==> src/rtl/intc_pkg.sv <==
package intc_pkg;
  typedef enum logic [1:0] {
    REG_FLAG = 2'd0,
    REG_EN   = 2'd1,
    REG_CTRL = 2'd2,
    REG_NONE = 2'd3
  } reg_sel_e;

  localparam int CTRL_GIE_BIT = 0;
endpackage

==> src/rtl/intc_flags.sv <==
module intc_flags #(
  parameter int N = 5
) (
  input  logic         clk_i,
  input  logic         rst_ni,
  input  logic         clr_all_i,
  input  logic [N-1:0] set_i,
  input  logic [N-1:0] w1c_i,
  input  logic [N-1:0] ack_i,
  output logic [N-1:0] flag_o
);
  for (genvar k = 0; k < N; k++) begin : g_flag
    always_ff @(posedge clk_i or negedge rst_ni) begin
      if (!rst_ni)        flag_o[k] <= 1'b0;
      else if (clr_all_i) flag_o[k] <= 1'b0;
      // a new request beats both clear paths
      else if (set_i[k])  flag_o[k] <= 1'b1;
      else if (w1c_i[k] || ack_i[k]) flag_o[k] <= 1'b0;
    end
  end
endmodule

==> src/rtl/intc_arbiter.sv <==
module intc_arbiter #(
  parameter int N  = 5,
  parameter int VW = 3
) (
  input  logic [N-1:0]  req_i,
  output logic          any_o,
  output logic [VW-1:0] vec_o,
  output logic [N-1:0]  grant_o
);
  // lowest index wins; vector = index + 1 (vector 0 is reset)
  always_comb begin
    any_o   = 1'b0;
    vec_o   = '0;
    grant_o = '0;
    for (int i = N - 1; i >= 0; i--) begin
      if (req_i[i]) begin
        any_o      = 1'b1;
        vec_o      = VW'(i + 1);
        grant_o    = '0;
        grant_o[i] = 1'b1;
      end
    end
  end
endmodule

==> src/rtl/intc_cfg.sv <==
module intc_cfg
  import intc_pkg::*;
#(
  parameter int N      = 5,
  parameter int ADDR_W = 2,
  parameter int DATA_W = 8
) (
  input  logic              clk_i,
  input  logic              rst_ni,
  input  logic              clr_all_i,
  input  logic              wr_i,
  input  logic [ADDR_W-1:0] addr_i,
  input  logic [DATA_W-1:0] wdata_i,
  input  logic              take_i,
  input  logic              reti_i,
  input  logic [N-1:0]      flag_i,
  output logic [N-1:0]      en_o,
  output logic              gie_o,
  output logic [DATA_W-1:0] rdata_o
);
  reg_sel_e sel;
  logic     wr_en, wr_ctrl;

  assign sel     = reg_sel_e'(addr_i[1:0]);
  assign wr_en   = wr_i && (sel == REG_EN);
  assign wr_ctrl = wr_i && (sel == REG_CTRL);

  always_ff @(posedge clk_i or negedge rst_ni) begin
    if (!rst_ni)        en_o <= '0;
    else if (clr_all_i) en_o <= '0;
    else if (wr_en)     en_o <= wdata_i[N-1:0];
  end

  // order: reset request, acceptance, software write, return
  always_ff @(posedge clk_i or negedge rst_ni) begin
    if (!rst_ni)        gie_o <= 1'b0;
    else if (clr_all_i) gie_o <= 1'b0;
    else if (take_i)    gie_o <= 1'b0;
    else if (wr_ctrl)   gie_o <= wdata_i[CTRL_GIE_BIT];
    else if (reti_i)    gie_o <= 1'b1;
  end

  always_comb begin
    rdata_o = '0;
    unique case (sel)
      REG_FLAG: rdata_o = DATA_W'(flag_i);
      REG_EN:   rdata_o = DATA_W'(en_o);
      REG_CTRL: rdata_o[CTRL_GIE_BIT] = gie_o;
      default:  rdata_o = '0;
    endcase
  end
endmodule

==> src/rtl/prio_vec_intc.sv <==
module prio_vec_intc
  import intc_pkg::*;
#(
  parameter int NUM_SRC = 5,
  parameter int ADDR_W  = 2,
  parameter int DATA_W  = 8,
  localparam int VEC_W  = $clog2(NUM_SRC + 1)
) (
  input  logic              clk_i,
  input  logic              rst_ni,
  input  logic [NUM_SRC-1:0] irq_i,
  input  logic              rst_req_i,
  input  logic              boundary_i,
  input  logic              reti_i,
  input  logic              reg_wr_i,
  input  logic [ADDR_W-1:0] reg_addr_i,
  input  logic [DATA_W-1:0] reg_wdata_i,
  output logic [DATA_W-1:0] reg_rdata_o,
  output logic              take_o,
  output logic [VEC_W-1:0]  vec_o
);
  logic [NUM_SRC-1:0] flag_q, en_q, elig, grant, ack, w1c;
  logic               gie_q, irq_any, rst_pend_q;
  logic [VEC_W-1:0]   irq_vec;

  assign w1c = (reg_wr_i && reg_sel_e'(reg_addr_i[1:0]) == REG_FLAG)
             ? reg_wdata_i[NUM_SRC-1:0] : '0;

  intc_flags #(.N(NUM_SRC)) u_flags (
    .clk_i     (clk_i),
    .rst_ni    (rst_ni),
    .clr_all_i (rst_req_i),
    .set_i     (irq_i),
    .w1c_i     (w1c),
    .ack_i     (ack),
    .flag_o    (flag_q)
  );

  intc_cfg #(.N(NUM_SRC), .ADDR_W(ADDR_W), .DATA_W(DATA_W)) u_cfg (
    .clk_i     (clk_i),
    .rst_ni    (rst_ni),
    .clr_all_i (rst_req_i),
    .wr_i      (reg_wr_i),
    .addr_i    (reg_addr_i),
    .wdata_i   (reg_wdata_i),
    .take_i    (take_o),
    .reti_i    (reti_i),
    .flag_i    (flag_q),
    .en_o      (en_q),
    .gie_o     (gie_q),
    .rdata_o   (reg_rdata_o)
  );

  assign elig = flag_q & en_q & {NUM_SRC{gie_q}};

  intc_arbiter #(.N(NUM_SRC), .VW(VEC_W)) u_arb (
    .req_i   (elig),
    .any_o   (irq_any),
    .vec_o   (irq_vec),
    .grant_o (grant)
  );

  // reset request is latched and ignores every enable
  always_ff @(posedge clk_i or negedge rst_ni) begin
    if (!rst_ni)         rst_pend_q <= 1'b0;
    else if (rst_req_i)  rst_pend_q <= 1'b1;
    else if (boundary_i) rst_pend_q <= 1'b0;
  end

  assign take_o = boundary_i && (rst_pend_q || irq_any);
  assign vec_o  = (take_o && !rst_pend_q) ? irq_vec : '0;
  assign ack    = (boundary_i && !rst_pend_q) ? grant : '0;
endmodule

==> config.mk <==
export PLATFORM = sky130hd
export DESIGN_NAME = prio_vec_intc
export DESIGN_NICKNAME = d
export VERILOG_FILES = /design/src/rtl/intc_pkg.sv /design/src/rtl/intc_flags.sv /design/src/rtl/intc_arbiter.sv /design/src/rtl/intc_cfg.sv /design/src/rtl/prio_vec_intc.sv
export SDC_FILE = /design/constraint.sdc
export NUM_CORES = 1
export LEC_CHECK = 0
export ABC_AREA = 1
export BUFFER_PORTS_ARGS = -buffer_cell sky130_fd_sc_hd__buf_2
export CAP_MARGIN = 5
export CORE_MARGIN = 2
export CORE_UTILIZATION = 45
export CTS_BUF_LIST = sky130_fd_sc_hd__clkbuf_4 sky130_fd_sc_hd__clkbuf_8
export DETAILED_ROUTE_END_ITERATION = 8
export PLACE_DENSITY = 0.76
export SYNTH_ARGS = -nofsm -noshare
export SYNTH_HDL_FRONTEND = slang
export SYNTH_SLANG_ARGS = --single-unit
==> constraint.sdc <==
create_clock -name clk_i -period 1.15 [get_ports clk_i]
set_input_delay 0 -clock clk_i [delete_from_list [all_inputs] [get_ports clk_i]]
set_output_delay 0 -clock clk_i [all_outputs]
set_load 0.05 [all_outputs]
; ---- Word-level counts from Yosys, hierarchy flattened
; Cells that the tools add are included.
[totals]
ff_bits = 12
input_bits = 21
output_inout_bits = 12
[op_classes]
n_eq_ne = 2
muxes = 43
bitwise_logic = 2
n_reduce_logical = 22
[ops]
columns = cell, n
row1 = two-way mux 5 bit, 9
row2 = two-way mux 1 bit, 26
row3 = two-way mux 3 bit, 6
row4 = nonzero test 3 bit, 5
row5 = bitwise AND 5 bit, 2
row6 = case mux 4 bit (2 select lines), 1
row7 = logical AND 1 bit, 6
row8 = logical OR 1 bit, 6
row9 = nonzero test 2 bit, 2
row10 = nonzero test 4 bit, 1
row11 = case mux 1 bit (3 select lines), 1
row12 = == test 2 x 1 -> 1 bit (second input constant), 1
row13 = == test 2 bit (second input constant), 1
row14 = zero test 2 bit, 1
row15 = zero test 1 bit, 1

; ---- Longest topological paths before layout
; Gate-level depths: netlist (run 1).
[depth]
depth_word = 12
depth_mapped = 7
depth_no_buf = 7

; ---- Cells and area by module
; From an unflattened synthesis (run 1), not the netlist that was laid out.
[unflattened]
hier_cells = 137
hier_area_um2 = 869.6
[modules_own_cells]
columns = module, n_inst, cells_per_inst, area_each_um2, seq_area_each_um2
row1 = intc_cfg, 1, 57, 400.4, 150.1
row2 = intc_flags, 1, 25, 206.4, 125.1
row3 = prio_vec_intc, 1, 39, 188.9, 25.0
row4 = intc_arbiter, 1, 16, 73.8, 0.0

; ---- Worst setup path before layout (run 1)
; OpenSTA, ideal clock, no wires.
[synth_path]
path_type = register to output
from = register u_cfg.gie_o
to = output port vec_o[2]
arrival_time_ns = 1.742
required_time_ns = 1.150
path_slack_ns = -0.592
path_stages_with_launch = 5
path_buffers = 1
cell_sequence = dfrtp_1 buf_6 nand3_2 nand2_2 nor3_1
[synth_between]
elab_chain_cells = 10
elab_cells_between_ends = 15
[synth_rtl]
columns = element, line_no
row1 = from (decl), intc_cfg.sv:18  ; output logic gie_o,
row2 = from (signal assigned), intc_cfg.sv:39  ; else if (wr_ctrl) gie_o <= wdata_i[CTRL_GIE_BIT];
row3 = bitwise AND 5 bit (*), prio_vec_intc.sv:54  ; assign elig = flag_q & en_q & {NUM_SRC{gie_q}};
row4 = two-way mux 1 bit (5 in a row), intc_arbiter.sv:16  ; if (req_i[i]) begin
row5 = logical OR 1 bit, prio_vec_intc.sv:70  ; assign take_o = boundary_i && (rst_pend_q || irq_any);
row6 = logical AND 1 bit, prio_vec_intc.sv:70
row7 = logical AND 1 bit, prio_vec_intc.sv:71  ; assign vec_o = (take_o && !rst_pend_q) ? irq_vec : '0;
row8 = two-way mux 3 bit (*), prio_vec_intc.sv:71
row9 = to (decl), prio_vec_intc.sv:20  ; output logic [VEC_W-1:0] vec_o
; Mark *: on every way between the ends. The rest lies on a longest branch, timed or not.

; ---- Final worst setup path (run 1)
[layout_path]
from = register u_cfg.gie_o
to = output port vec_o[0]
; Same word-level chain as after synthesis.

==> results of run 1 <==
==> repair_timing <==
item                                   4_1_cts  5_1_grt
setup buffers                                9        1
pin swaps                                    8        3
endpoints found under the hold margin       24        0
setup endpoints to repair                   14       15
resized for setup                           36       16
hold buffers                                13        0
==> power groups by stage <==
stage                     Sequential [mW]  Combinational (mW)  Clock, mW
after detailed placement            0.494               0.350          0
final                               0.492               0.509      0.366
after floorplan                     0.486               0.237          0
after CTS                           0.489               0.447      0.367
after global placement              0.494               0.342          0
after global routing                0.495               0.534      0.384
==> flip-flops by register name (all words and copies together), names as in the netlist <==
| signal | flops |
|---|---|
| u_flags.flag_o | 5 |
| rst_pend_q | 1 |
| u_cfg.gie_o | 1 |
| u_cfg.en_o | 5 |
==> final timing paths <==
path                       cells after the start              start                 to  slack, ns
max                                            8        u_cfg.gie_o           vec_o[0]      -0.43
max in group asynchronous                      2             rst_ni      u_cfg.en_o[3]       0.80
min in group clk_i                             5             reti_i        u_cfg.gie_o       0.18
min                                            2             rst_ni  u_flags.flag_o[1]       0.11
min reg2reg                                    2  u_flags.flag_o[1]  u_flags.flag_o[1]       0.63
max reg2reg                                    9        u_cfg.gie_o        u_cfg.gie_o      -0.32
==> final cells by class <==
type	instances	area, µm²
multi-input cells	76	588
inverters	28	108
flip-flops and latches	12	300
fillers	88	203
well taps	25	31.3
repair buffers	58	498
clock buffers	4	36.3
==> worst register-to-register path, delay by kind of cell, from the launching register on <==
kind	cells	cell delay, ns
compound gates	2	0.18
buf+inv	5	0.61
flops	1	0.41
simple gates	2	0.21
==> layer usage <==
layer / global-route usage / part of all wire
met5: 0 / 0
met4: 0.168 / 0.057
met2: 0.557 / 0.51
met1: 0.339 / 0.35
met3: 0.0528 / 0.080
==> synthesized netlist by cell type, types with 4 or more instances <==
master   instances  area, µm²
nand3_1         11       55.1
inv_1           24       90.1
a21oi_1          8       40.0
nor2_1           4       15.0
nand3_2          4       40.0
nor2_2           4       25.0
inv_2            4       15.0
nand2_2          4       25.0
dfrtp_1         12        300
o21ai_0          4       20.0
o21ai_1          6       30.0
nand2_1         17       63.8
==> logic make-up (layout without fill, tap and decap cells) <==
group	Yosys count	after routing
and+or+nand+nor	48	48
buffers and inverters	32	90
AOI/OAI and AO/OA	25	25
DFF	12	12
other	1	3
==> impl_metrics.tcl, run 1 <==
set metrics [dict create \
    status "finished, violations left" \
    violations "setup timing" \
    synth-xor-area-share 0 \
    fin_worst_skew_ns 0.0117 \
    rows 15 \
    synthMuxAreaShare 0 \
    startpoint_type "flip-flop" \
    power_density_mw_per_mm2 875 \
    switching_share 0.374 \
    final_cells 203 \
    final.setup.worst_slack_ns -0.430 \
    setup.worst_path.class "reg2out" \
    gr-total-overflow 0 \
    switchingPower_mw 0.511 \
    rsz0062_at_grt "yes" \
    synth_flop_cell "dfrtp_1" \
    cp_cell_sequence "buf_12 > nand2_4 > o21ai_2 > inv_2 > nand3_2 > nand2_2 > a21oi_4 > buf_6" \
    p_clk_frac 0.267 \
    synth_compound_area_frac 0.175 \
    layout_min_cycle_time_ns 1.58 \
    netlist_area_um2 863 \
    combPwrFrac 0.372 \
    grt_usage 0.309 \
    holdWs_ns 0.113 \
    fin_crit_sh 1.37 \
    internal_power_mw 0.856 \
    placedCellCount 179 \
    ir_drop_mv 0.964 \
    drive_gt1_frac 0.556 \
    path_clk_slew_ns 0.09 \
    cp-end-kind "output pin" \
    grt_max_degree 13 \
    synth_edf_count 0 \
    seqPwrFrac 0.360 \
    ys_types 24 \
    final.setup.tns_ns -2.69 \
    viasPerCell 5.49 \
    hold_viol_final 0 \
    drc 0 \
    dr_total_vias 1115 \
    die_area_mm2 0.00228 \
    yosysWarnings 0 \
    drtIter0Drc 53 \
    hpwl_um 1830 \
    critPathArrivalTime_ns 1.58 \
    power_mw 1.37 \
    slew_viol_final 0 \
    coreArea_mm2 0.00176 \
    diodes 0 \
    cap_violations 0 \
    synth_fa_ha_area_frac 0 \
    root_buffer "clkbuf_4" \
    synthCells 118 \
    yosysSeqAreaShare 0.348 \
    hp-class "in2async" \
    synth-simple-area-share 0.312 \
    cts-buffers-inserted 3 \
    ys_async_sr_fraction 1.00 \
    dpl_cell_area_mm2 0.00116 \
    pin_count 33 \
    max_clock_freq_mhz 633 \
    cts_tree "built" \
    routedWlPerCell_um 17.4 \
    ant_nets 0 \
    grt_pass1_vias 1076 \
    critPathBufInv 3 \
    start_util 0.489 \
    grt_antenna_before_repair 0 \
    cpLargestDelayFamily "buffers and inverters" \
    synthToLayoutAreaGrowth_pct 80.9 \
    place.gp.congestion 0.775 \
    clock_sink_count 12 \
    power.leakage_nw 0.738 \
    synth_seq_cells 12 \
    critPathSlowestCell "dfrtp_1" \
    port_buffers 26 \
    synth_top_family_by_area "simple AND/OR/NAND/NOR gates" \
    setup_violations 12 \
    die_height_um 47.8 \
    crit_fanout 7 \
    nets 200 \
    slowest_delay_ns 0.39 \
    wl_um 3540 \
    dieWidth_um 47.8 \
    syn_avg_cell_area_um2 7.32 \
    ctsLongestPathBuffers 2 \
    layout_common_cells "19 x inv_1, 17 x buf_2, 16 x buf_6" \
    clock_insertion_delay_worst_skew_ns 0.30 \
    final_design_area_no_fill_mm2 0.00156 \
    h-tree-depth 1 \
    firstDrtPassIters 4 \
    required_ns 1.15 \
    final_util 0.885 \
    final_common_cell "inv_1" \
    pre_cts_ws_ns -0.160 \
    grt_pass1_wl_um 4680 \
]
Note: power is estimated with default switching activity, not from simulation.
==> run 2: changes to the inputs <==
==> constraint.sdc (replaced) <==
create_clock -name clk_i -period 1.15 [get_ports clk_i]
set_input_delay 0 -clock clk_i [delete_from_list [all_inputs] [get_ports clk_i]]
set_output_delay 0 -clock clk_i [all_outputs]
set_load 0.01 [all_outputs]
==> impl_metrics.tcl, run 2 (synthesis results as in run 1) <==
set metrics [dict create \
    setup_violations 9 \
    slew_viol_final 0 \
    root_buffer "clkbuf_4" \
    nets 188 \
    power_mw 1.08 \
    synthToLayoutAreaGrowth_pct 50.9 \
    drive_gt1_frac 0.436 \
    rsz0062_at_grt "yes" \
    rr_startpoint "u_cfg.gie_o" \
    coreArea_mm2 0.00176 \
    final_design_area_no_fill_mm2 0.00130 \
    wl_um 2560 \
    grt_max_degree 13 \
    routedWlPerCell_um 13.5 \
    hp-start "reg_wdata_i[2]" \
    pin_count 33 \
    grt_pass1_wl_um 3570 \
    cts-buffers-inserted 3 \
    grt_antenna_before_repair 0 \
    final.setup.worst_slack_ns -0.293 \
    whs_path_depth 3 \
    cap_violations 0 \
    crit_fanout 5 \
    die_area_mm2 0.00228 \
    hp-class "in2reg" \
    setup.worst_path.class "reg2out" \
    multi_input_area_um2 508 \
    fin_worst_skew_ns 0.00151 \
    layout_common_cells "25 x buf_2, 22 x inv_1, 17 x nand2_1" \
    power_density_mw_per_mm2 828 \
    ant_nets 0 \
    firstDrtPassIters 4 \
    r2r-end "u_cfg.gie_o" \
    rows 15 \
    seq_area_um2 300 \
    min_to "u_cfg.en_o[2]" \
    drtIter0Drc 15 \
    holdWs_ns -0.00231 \
    final_util 0.738 \
    grt_usage 0.228 \
    max_clock_freq_mhz 693 \
    cts_tree "built" \
    ctsLongestPathBuffers 2 \
    die_height_um 47.8 \
    clock_insertion_delay_worst_skew_ns 0.27 \
    path_clk_slew_ns 0.07 \
    layout_min_cycle_time_ns 1.44 \
    fillCellCount 147 \
    r2r_slack_ns -0.27 \
    ir_drop_mv 0.717 \
    viasPerCell 5.05 \
    dpl_cell_area_mm2 0.00102 \
    drc 0 \
    port_buffers 26 \
    status "finished, violations left" \
    r2r_cells 9 \
    power.leakage_nw 0.640 \
    fin_crit_sh 1.25 \
    dr_total_vias 959 \
    grt_pass1_vias 863 \
    dieWidth_um 47.8 \
    reg_top3 "u_cfg.en_o (5), u_flags.flag_o (5)" \
    diodes 0 \
    clock_sink_count 12 \
    final_common_cell "buf_2" \
    hpwl_um 1660 \
    place.gp.congestion 0.826 \
    startpoint_type "flip-flop" \
    cp-end-kind "output pin" \
    gr-total-overflow 0 \
    violations "hold timing, setup timing" \
    hold_viol_final 1 \
    critPathArrivalTime_ns 1.44 \
    start_util 0.489 \
    h-tree-depth 1 \
    required_ns 1.15 \
]
-- run 2: how the worst max path moves through the flow --
stage | from | endpoint | slack [ns] | cells past startpoint
after detailed placement | u_cfg.gie_o | vec_o[0] | -0.04 | 8
after CTS | u_cfg.gie_o | vec_o[0] | -0.31 | 8
after floorplan | u_cfg.gie_o | u_flags.flag_o[4] | 0.14 | 7
after global routing | u_cfg.gie_o | vec_o[0] | -0.35 | 8
after global placement | u_cfg.gie_o | vec_o[0] | 0.02 | 6
final | u_cfg.gie_o | vec_o[0] | -0.29 | 8
-- run 2: cell type report --
| type | count | area share |
|---|---|---|
| Multi-Input combinational cell | 76 | 0.390 |
| Inverter | 28 | 0.0826 |
| Timing Repair Buffer | 46 | 0.256 |
| Tap cell | 25 | 0.0240 |
| Clock buffer | 3 | 0.0173 |
| Sequential cell | 12 | 0.231 |
-- run 2: critical path, cell delays in order (launching register included) --
cell and delay (ns):
dfrtp_1 0.42, buf_6 0.16, nand3_2 0.10, nand2_4 0.11, inv_4 0.05, nand3_4 0.06
nand2_2 0.05, a21oi_2 0.09, buf_2 0.14
-- run 2: metrics by stage --
stage	setup TNS (ns)	worst slack [ns]	std cells	hold slack (ns)
6_report	-1.64	-0.293	190	-0.00231
3_5_place_dp	-0.0666	-0.0356	170	-0.102
3_3_place_gp	0	0.0218	170	-0.103
2_1_floorplan	0	0.139	120	-0.296
4_1_cts	-1.31	-0.311	187	0.00306
5_1_grt	-2.13	-0.349	190	0.0190
-- run 2: what timing repair did --
| item | CTS | global route |
|---|---|---|
| pin swaps | 3 | 6 |
| resized for setup | 3 | 25 |
| endpoints found under the hold margin | 22 | 0 |
| hold buffers | 11 | 0 |
| buffers inserted | 3 | 4 |
| endpoints found under the setup margin | 8 | 11 |
-- run 2: report_power, final --
group          switching [mW]  total [mW]  internal, mW
Sequential             0.0352       0.489         0.454
Combinational           0.178       0.326         0.147
Clock                   0.143       0.264         0.121
Total                   0.357        1.08         0.722
-- run 2: metal layers --
metal,vias up,GRT usage,share of wire
met4,0,0.0811,0.021
li1,468,-,-
met2,32,0.435,0.54
met5,-,0,0
met1,452,0.259,0.40
met3,7,0.0226,0.035
==> run 3: changes to the inputs <==
--- a/config.mk
+++ b/config.mk
@@ -9,10 +9,11 @@
 export BUFFER_PORTS_ARGS = -buffer_cell sky130_fd_sc_hd__buf_2
 export CAP_MARGIN = 5
 export CORE_MARGIN = 2
-export CORE_UTILIZATION = 45
+export CORE_UTILIZATION = 31
 export CTS_BUF_LIST = sky130_fd_sc_hd__clkbuf_4 sky130_fd_sc_hd__clkbuf_8
 export DETAILED_ROUTE_END_ITERATION = 8
-export PLACE_DENSITY = 0.76
+export PLACE_DENSITY = 0.57
+export REMOVE_ABC_BUFFERS = 1
 export SYNTH_ARGS = -nofsm -noshare
 export SYNTH_HDL_FRONTEND = slang
 export SYNTH_SLANG_ARGS = --single-unit
==> impl_metrics.tcl, run 3 (synthesis results as in run 1) <==
set metrics [dict create \
    max_clock_freq_mhz 688 \
    hpwl_um 1700 \
    die_height_um 56.8 \
    cts-buffers-inserted 3 \
    grt_pass1_wl_um 4080 \
    status "finished, violations left" \
    holdWs_ns -0.00602 \
    grt_pass1_vias 946 \
    ctsLongestPathBuffers 2 \
    rsz0062_at_grt "yes" \
    grt_max_degree 13 \
    ir_drop_mv 0.630 \
    coreArea_mm2 0.00271 \
    slew_viol_final 0 \
    clock_insertion_delay_worst_skew_ns 0.28 \
    synthToLayoutAreaGrowth_pct 49.6 \
    final_cells 194 \
    dr_total_vias 906 \
    cts_tree "built" \
    final_util 0.476 \
    drc 0 \
    drive_gt1_frac 0.460 \
    layout_min_cycle_time_ns 1.45 \
    startpoint_type "flip-flop" \
    start_util 0.319 \
    diodes 0 \
    power.leakage_nw 0.641 \
    cap_violations 0 \
    grt_usage 0.164 \
    setup_violations 7 \
    hold_viol_final 1 \
    die_area_mm2 0.00322 \
    slowest_delay_ns 0.39 \
    final.setup.tns_ns -1.24 \
    dieWidth_um 56.8 \
    firstDrtPassIters 4 \
    pin_count 33 \
    grt_antenna_before_repair 0 \
    fillCellCount 285 \
    gr-total-overflow 0 \
    place.gp.congestion 0.825 \
    setup.worst_path.class "reg2out" \
    placedCellCount 175 \
    fin_worst_skew_ns 0.00374 \
    critPathSlowestCell "dfrtp_1" \
    cpLargestDelayFamily "flip-flops" \
    viasPerCell 4.67 \
    h-tree-depth 1 \
    port_buffers 26 \
    critical_path_depth 8 \
    violations "hold timing, setup timing" \
    ant_nets 0 \
    reg_top3 "u_cfg.en_o (5), u_flags.flag_o (5)" \
    drtIter0Drc 30 \
    final_common_cell "buf_2" \
    critPathBufInv 3 \
    power_mw 1.15 \
    clock_sink_count 12 \
    root_buffer "clkbuf_4" \
    critPathArrivalTime_ns 1.45 \
    path_clk_slew_ns 0.08 \
    power_density_mw_per_mm2 887 \
    crit_fanout 7 \
    wl_um 2320 \
    layout_common_cells "26 x buf_2, 19 x inv_1, 17 x nand2_1" \
    cp-end-kind "output pin" \
    hp-class "in2reg" \
    rows 19 \
    r2r_cells 8 \
    fin_crit_sh 1.26 \
    final.setup.worst_slack_ns -0.304 \
    cp_cell_sequence "buf_12 > nand2_4 > o21ai_2 > inv_2 > nand3_4 > nand2_2 > a21oi_2 > buf_2" \
    required_ns 1.15 \
    whs_path_depth 3 \
    nets 185 \
    routedWlPerCell_um 11.9 \
]
## run 3: per-layer routing
layer / up-vias / part of all wire / global-route usage
li1: 460 / - / -
met1: 414 / 0.46 / 0.199
met2: 26 / 0.47 / 0.267
met3: 6 / 0.043 / 0.0276
met4: 0 / 0.022 / 0.106
met5: - / 0 / 0
## run 3: through the flow
step | hold WS [ns] | setup slack, ns | cell area [µm²]
floorplan | -0.296 | 0.0936 | 837
global placement | -0.0959 | 0.00689 | 1030
detailed placement | -0.0940 | -0.0196 | 1030
CTS | 0.00182 | -0.293 | 1210
global route | -0.00300 | -0.386 | 1290
finish | -0.00602 | -0.304 | 1290
## run 3: worst paths after layout
path / to / slack [ns] / from
max reg2reg: u_flags.flag_o[4] / -0.09 / u_cfg.gie_o
max: vec_o[0] / -0.30 / u_cfg.gie_o
min in group asynchronous: u_flags.flag_o[3] / 0.13 / rst_ni
max in group asynchronous: u_cfg.en_o[0] / 0.79 / rst_ni
min: u_cfg.en_o[0] / -0.006 / reg_wdata_i[0]
min reg2reg: u_cfg.en_o[2] / 0.57 / u_cfg.en_o[2]
## run 3: final cells by class
type / count / area (µm²) / area share
sequential: 12 / 300 / 0.233
clock buffer: 4 / 36.3 / 0.0281
timing repair buffer: 43 / 300 / 0.233
tap: 31 / 38.8 / 0.0300
inverter: 28 / 105 / 0.0814
multi-input combinational: 76 / 510 / 0.395
## run 3: report_power, final
group,total [mW],internal [mW],switching [mW]
registers,0.486,0.454,0.0325
logic,0.308,0.138,0.171
clock network,0.350,0.193,0.158
total,1.15,0.784,0.361
## run 3: timing repair
action,CTS,global route
gates resized for setup,5,18
hold buffers,12,0
setup buffers,0,3
pin swaps,4,7
endpoints found under the hold margin,23,0
setup endpoints to repair,6,13
## run 3: worst min-delay path, delay by kind of cell
| family | cells | cell delay (ns) |
|---|---|---|
| and+or+nand+nor | 1 | 0.07 |
| AOI/OAI and AO/OA | 1 | 0.07 |
| buffers and inverters | 1 | 0.10 |
